--- src/rtl/ivl_timer_pkg.sv ---
package ivl_timer_pkg;
  localparam int NREG = 8;

  typedef enum logic [2:0] {
    IX_IDENT = 3'd0,
    IX_RUN   = 3'd1,
    IX_ONE   = 3'd2,
    IX_LIM   = 3'd3,
    IX_CNT   = 3'd4,
    IX_IEN   = 3'd5,
    IX_STAT  = 3'd6,
    IX_FREQ  = 3'd7
  } reg_ix_e;
endpackage

--- src/rtl/ivl_timer_decode.sv ---
module ivl_timer_decode
  import ivl_timer_pkg::*;
#(
  parameter int ADDR_W = 12
) (
  input  logic              wr_en,
  input  logic [ADDR_W-1:0] addr,
  output logic [NREG-1:0]   wr_sel,
  output logic              in_map,
  output reg_ix_e           ix
);
  localparam int IX_W = ADDR_W - 2;

  logic [IX_W-1:0] word_ix;

  assign word_ix = addr[ADDR_W-1:2];
  assign in_map  = (word_ix < IX_W'(NREG));
  assign ix      = reg_ix_e'(word_ix[2:0]);

  for (genvar g = 0; g < NREG; g++) begin : g_sel
    assign wr_sel[g] = wr_en && in_map && (word_ix[2:0] == 3'(g));
  end
endmodule

--- src/rtl/ivl_timer_ctrl.sv ---
module ivl_timer_ctrl
  import ivl_timer_pkg::*;
#(
  parameter int DW = 32
) (
  input  logic            clk,
  input  logic            rst_n,
  input  logic [NREG-1:0] wr_sel,
  input  logic [DW-1:0]   wdata,
  input  logic            expire,
  output logic            run_q,
  output logic            one_q,
  output logic            ien_q,
  output logic            stat_q,
  output logic [DW-1:0]   lim_q
);
  logic          run_d, one_d, ien_d, stat_d;
  logic [DW-1:0] lim_d;
  logic          flag_en, lim_en;

  assign flag_en = (|wr_sel) || expire;
  assign lim_en  = wr_sel[IX_LIM];

  always_comb begin
    run_d  = run_q;
    one_d  = one_q;
    ien_d  = ien_q;
    stat_d = stat_q;
    lim_d  = lim_q;
    if (expire && one_q)                 run_d  = 1'b0;
    if (wr_sel[IX_RUN])                  run_d  = |wdata;
    if (wr_sel[IX_ONE])                  one_d  = |wdata;
    if (wr_sel[IX_IEN])                  ien_d  = wdata[0];
    if (wr_sel[IX_STAT] && wdata[0])     stat_d = 1'b0;
    if (expire)                          stat_d = 1'b1;
    if (wr_sel[IX_LIM])                  lim_d  = wdata;
  end

  always_ff @(posedge clk or negedge rst_n) begin
    if (!rst_n) begin
      run_q  <= 1'b0;
      one_q  <= 1'b0;
      ien_q  <= 1'b0;
      stat_q <= 1'b0;
    end else if (flag_en) begin
      run_q  <= run_d;
      one_q  <= one_d;
      ien_q  <= ien_d;
      stat_q <= stat_d;
    end
  end

  always_ff @(posedge clk or negedge rst_n) begin
    if (!rst_n)      lim_q <= '0;
    else if (lim_en) lim_q <= lim_d;
  end
endmodule

--- src/rtl/ivl_timer_counter.sv ---
module ivl_timer_counter #(
  parameter int DW = 32
) (
  input  logic          clk,
  input  logic          rst_n,
  input  logic          tick_en,
  input  logic          run,
  input  logic          ld_lim,
  input  logic          ld_cnt,
  input  logic [DW-1:0] wdata,
  input  logic [DW-1:0] lim,
  output logic [DW-1:0] cnt_q,
  output logic          expire
);
  localparam logic [DW-1:0] ONE = DW'(1);

  logic [DW-1:0] cnt_d;
  logic          cnt_en;
  logic          step;

  assign step   = tick_en && run;
  assign cnt_en = ld_lim || ld_cnt || step;

  always_comb begin
    cnt_d  = cnt_q;
    expire = 1'b0;
    if (ld_lim || ld_cnt) begin
      cnt_d = wdata;
    end else if (step) begin
      if (cnt_q != '0) begin
        cnt_d  = cnt_q - ONE;
        expire = (cnt_q == ONE);
      end else begin
        cnt_d  = lim;
      end
    end
  end

  always_ff @(posedge clk or negedge rst_n) begin
    if (!rst_n)      cnt_q <= '0;
    else if (cnt_en) cnt_q <= cnt_d;
  end
endmodule

--- src/rtl/ivl_timer.sv ---
module ivl_timer
  import ivl_timer_pkg::*;
#(
  parameter int          ADDR_W   = 12,
  parameter int          DW       = 32,
  parameter logic [31:0] ID_VAL   = 32'hC0DE_7100,
  parameter logic [31:0] FREQ_VAL = 32'd1_000_000
) (
  input  logic              clk,
  input  logic              rst_n,
  input  logic              tick_en,
  input  logic              wr_en,
  input  logic [ADDR_W-1:0] addr,
  input  logic [DW-1:0]     wdata,
  output logic [DW-1:0]     rdata,
  output logic              irq_o
);
  logic [NREG-1:0] wr_sel;
  logic            in_map;
  reg_ix_e         ix;
  logic            run_q, one_q, ien_q, stat_q, expire;
  logic [DW-1:0]   lim_q, cnt_q;

  ivl_timer_decode #(.ADDR_W(ADDR_W)) u_dec (
    .wr_en (wr_en),
    .addr  (addr),
    .wr_sel(wr_sel),
    .in_map(in_map),
    .ix    (ix)
  );

  ivl_timer_ctrl #(.DW(DW)) u_ctrl (
    .clk   (clk),
    .rst_n (rst_n),
    .wr_sel(wr_sel),
    .wdata (wdata),
    .expire(expire),
    .run_q (run_q),
    .one_q (one_q),
    .ien_q (ien_q),
    .stat_q(stat_q),
    .lim_q (lim_q)
  );

  ivl_timer_counter #(.DW(DW)) u_cnt (
    .clk    (clk),
    .rst_n  (rst_n),
    .tick_en(tick_en),
    .run    (run_q),
    .ld_lim (wr_sel[IX_LIM]),
    .ld_cnt (wr_sel[IX_CNT]),
    .wdata  (wdata),
    .lim    (lim_q),
    .cnt_q  (cnt_q),
    .expire (expire)
  );

  assign irq_o = stat_q && ien_q;

  always_comb begin
    rdata = '0;
    if (in_map) begin
      unique case (ix)
        IX_IDENT: rdata = DW'(ID_VAL);
        IX_RUN:   rdata = DW'(run_q);
        IX_ONE:   rdata = DW'(one_q);
        IX_LIM:   rdata = lim_q;
        IX_CNT:   rdata = cnt_q;
        IX_IEN:   rdata = DW'(ien_q);
        IX_STAT:  rdata = DW'(stat_q);
        IX_FREQ:  rdata = DW'(FREQ_VAL);
        default:  rdata = '0;
      endcase
    end
  end
endmodule

--- config.mk ---
export PLATFORM = sky130hd
export DESIGN_NAME = ivl_timer
export DESIGN_NICKNAME = d
export VERILOG_FILES = /design/src/rtl/ivl_timer_pkg.sv /design/src/rtl/ivl_timer_decode.sv /design/src/rtl/ivl_timer_ctrl.sv /design/src/rtl/ivl_timer_counter.sv /design/src/rtl/ivl_timer.sv
export SDC_FILE = /design/constraint.sdc
export NUM_CORES = 1
export LEC_CHECK = 0
export CORE_MARGIN = 1
export CORE_UTILIZATION = 45
export CTS_BUF_LIST = sky130_fd_sc_hd__clkbuf_4 sky130_fd_sc_hd__clkbuf_8 sky130_fd_sc_hd__clkbuf_16
export CTS_CLUSTER_SIZE = 10
export DETAILED_ROUTE_END_ITERATION = 6
export PLACE_DENSITY = 0.76
export SYNTH_ARGS = -nofsm -noshare
export SYNTH_HDL_FRONTEND = slang
export SYNTH_SLANG_ARGS = --single-unit
--- constraint.sdc ---
create_clock -name clk -period 2.18 [get_ports clk]
set_clock_uncertainty 0.2 [all_clocks]
set_input_delay 0.327 -clock clk [delete_from_list [all_inputs] [get_ports clk]]
set_output_delay 0.327 -clock clk [all_outputs]
set_load 0.01 [all_outputs]
==> impl_metrics.toml <==
[routing]
drt_wl_total_mm = 16.60
via_per_inst = 6.239
final_antenna_net_count = 0
via_count = 5041
drtIter0Drc = 577
remaining_drc_errors = 0
drtPass1Iterations = 5
wl_per_cell_um = 20.55

[global_route]
grt_use_total_pct = 32.27
antenna_found_initial = 0
grt_overflow = 0
grt_max_degree = 34
grt_pass1_wl_mm = 25.03
grt_pass1_vias = 4895

[finish]
multi_input_area_um2 = 2783
regArea_um2 = 1703
stdcell_count = 808
final_cell_mix = "buf_4 (90), dfrtp_1 (67), nor2_1 (63)"
mostFrequentLayoutCell = "buf_4"
fillers = 711
n_antenna_cell = 0
drive_gt1_share_pct = 36.08
syn2layout_area_growth_pct = 49.53
layout.nets = 725

[pwr]
comb_power_share_pct = 65.9
vdd_ir_drop_max_uv = 672.6
power_frac_seq_pct = 21.7
power_mw = 8.037
p_leak_nw = 3.069
switchingPower_mw = 3.624
p_int_mw = 4.413
p_sw_share_pct = 45.09
p_clk_share_pct = 12.5
cellPowerDensity_nw_per_um2 = 1221

[sta]
hold_violations = 0
hold_ws_ns = 0.3194
fmax_ghz = 0.3978
rsz0062_at_grt = "yes"
slew_headroom_pct = 59.12
slew_violations = 0
worst_pin_slew_ns = 0.6132
final-setup-viol-count = 33
setup_ws_ns = -0.3339
period_share_pct = 115.3
period_minus_slack_ns = 2.514

[placed_design]
gp_congestion = 0.9180
dp.cells = 778
io_buffers = 78
hpwl_mm = 10.81

[flow_run]
maxCapViolCount = 0

[worst_setup_path]
critPathKind = "reg2reg"
r2r_start = "u_cnt.cnt_q[18]"
reg2reg_depth = 8
reg2reg_to = "u_cnt.cnt_q[4]"
r2r_setup_slack_ns = -0.33
worstSetupStartpointType = "flip-flop"
worstSetupEndpointType = "flip-flop"
worst_ep_arrival_time_ns = 2.59
worstPathMaxFanout = 6
cp.required_ns = 2.26

[yosys]
synth_edf_count = 0
netlist.area_leader.share_pct = 38.67
yosys_most_used_dff = "dfrtp_1"
syn_nets = 552
yosys_warnings = 0
netlist_area_um2 = 4400
async_reset_ff_share_pct = 100.0
synth_area_leaders = "dfrtp_1 (39%), mux2_2 (8.2%), nor2_1 (6.1%)"
synth.avg_cell_area_um2 = 8.783
synthDistinctLibCells = 50
yosys.area.top_type = "dfrtp_1"
synthCells = 501
synth_seq_area_share_pct = 38.67
synth_seq_cells = 68

[clocking]
htree_num_levels = 3
clk_latency_ns = 0.36
cts.reportedPaths.clkPinSlew_ns = 0.08
cts_made_buffers = 9
cts_tree = "built"
cts_root_buf = "clkbuf_8"
cts_sinks = 68
clock_path_buffers = 2

[run_status]
outcome = "finished with violations"
failed_checks = "negative setup slack"

[floorplanning]
ioPinCount = 81
die_x_um = 100.9
fp-row-count = 35
die_area_um2 = 10180
die_h_um = 100.9
initial_core_util_pct = 46.96
core_area_um2 = 9371

[hold_path]
hold_path.class = "in2async"
==> worst max path at each step <==
stage / start / endpoint / slack [ns]
2_1_floorplan: u_cnt.cnt_q[10] / u_cnt.cnt_q[18] / -0.08
3_3_place_gp: addr[8] / rdata[27] / -0.62
3_5_place_dp: addr[8] / rdata[29] / -0.72
4_1_cts: u_cnt.cnt_q[20] / u_cnt.cnt_q[18] / -0.22
5_1_grt: u_cnt.cnt_q[18] / u_cnt.cnt_q[4] / -0.34
6_report: u_cnt.cnt_q[18] / u_cnt.cnt_q[4] / -0.33
==> cells by family after synthesis <==
group | after synthesis | share of synthesized area, %
AOI/OAI and AO/OA | 142 | 20.05
xor gates and xnor gates | 24 | 4.777
adders and majority gates | 3 | 0.8531
buffers and inverters | 41 | 3.924
DFF | 68 | 38.67
muxes | 41 | 10.24
and+or+nand+nor | 182 | 21.50
==> synth_stat cells, types with 3 or more instances <==
master and count:
dfrtp_1 68, nor3_1 13, nand2b_1 3, and3_1 13, a221oi_1 7, nor4_4 3, a211o_1 4, buf_2 6
nand4_1 4, nand2_1 22, ha_1 3, o21ai_0 32, nor2_1 71, inv_1 6, nor4_1 17, or3_1 5
a2bb2oi_1 3, xor2_1 15, o22ai_1 17, o21ai_2 3, mux2i_1 9, and2_1 3, nand3_1 16, mux2_2 32
o211ai_1 5, clkbuf_1 25, a22oi_1 16, xnor2_1 9, a21oi_1 45
==> critical path, stage by stage, from the launching register on <==
cell     delay (ns)
dfrtp_2        0.43
nor4_4         0.38
nand3_2        0.18
or4_4          0.63
buf_4          0.17
buf_6          0.11
nand2_1        0.06
o21ai_0        0.09
o22ai_1        0.17
==> registers in the layout, summed over array words and instances, names as in the netlist <==
register	count
u_cnt.cnt_q	32
u_ctrl.lim_q	32
u_ctrl.ien_q	1
u_ctrl.one_q	1
u_ctrl.run_q	1
u_ctrl.stat_q	1
==> what timing repair did <==
action / CTS / global route
setup buffers: 9 / 2
endpoints found under the setup margin: 65 / 59
cloned: 1 / 1
hold buffers: 1 / 0
pin swaps: 10 / 24
endpoints found under the hold margin: 21 / 0
gates resized for setup: 167 / 48
==> area by class of cell <==
cell class / count / share of cell area (%)
clock buffers: 11 / 2.206
clock inverters: 5 / 0.5705
inverters: 7 / 0.3993
multi-input cells: 392 / 42.29
flip-flops and latches: 68 / 25.88
well taps: 129 / 2.453
repair buffers: 196 / 26.20
==> power groups by stage <==
stage / logic [mW] / clock network (mW) / registers, mW
floorplan: 2.29 / 0 / 1.83
global placement: 4.00 / 0 / 1.73
detailed placement: 4.11 / 0 / 1.74
CTS: 4.73 / 0.997 / 1.72
global route: 5.56 / 1.05 / 1.77
finish: 5.29 / 1.00 / 1.74
==> layer usage <==
metal  global-route usage [%]  part of all wire [%]  vias up
li1                         -                     -     2203
met1                    41.08                    38     2424
met2                    53.27                    49      340
met3                    6.172                   9.1       74
met4                    14.60                   4.0        0
met5                        0                     0        -
==> metrics by stage <==
| step | TNS, ns | setup WS [ns] | area (um2) | utilization, % |
|---|---|---|---|---|
| 5_1_grt | -8.328 | -0.3413 | 6580 | 70.21 |
| 6_report | -7.059 | -0.3339 | 6580 | 70.21 |
| 3_3_place_gp | -38.01 | -0.6230 | 6071 | 64.78 |
| 3_5_place_dp | -45.30 | -0.7208 | 6071 | 64.78 |
| 2_1_floorplan | -0.2425 | -0.08069 | 4419 | - |
| 4_1_cts | -3.868 | -0.2239 | 6404 | 68.33 |
No activity file was read; power rests on OpenSTA's default activity.
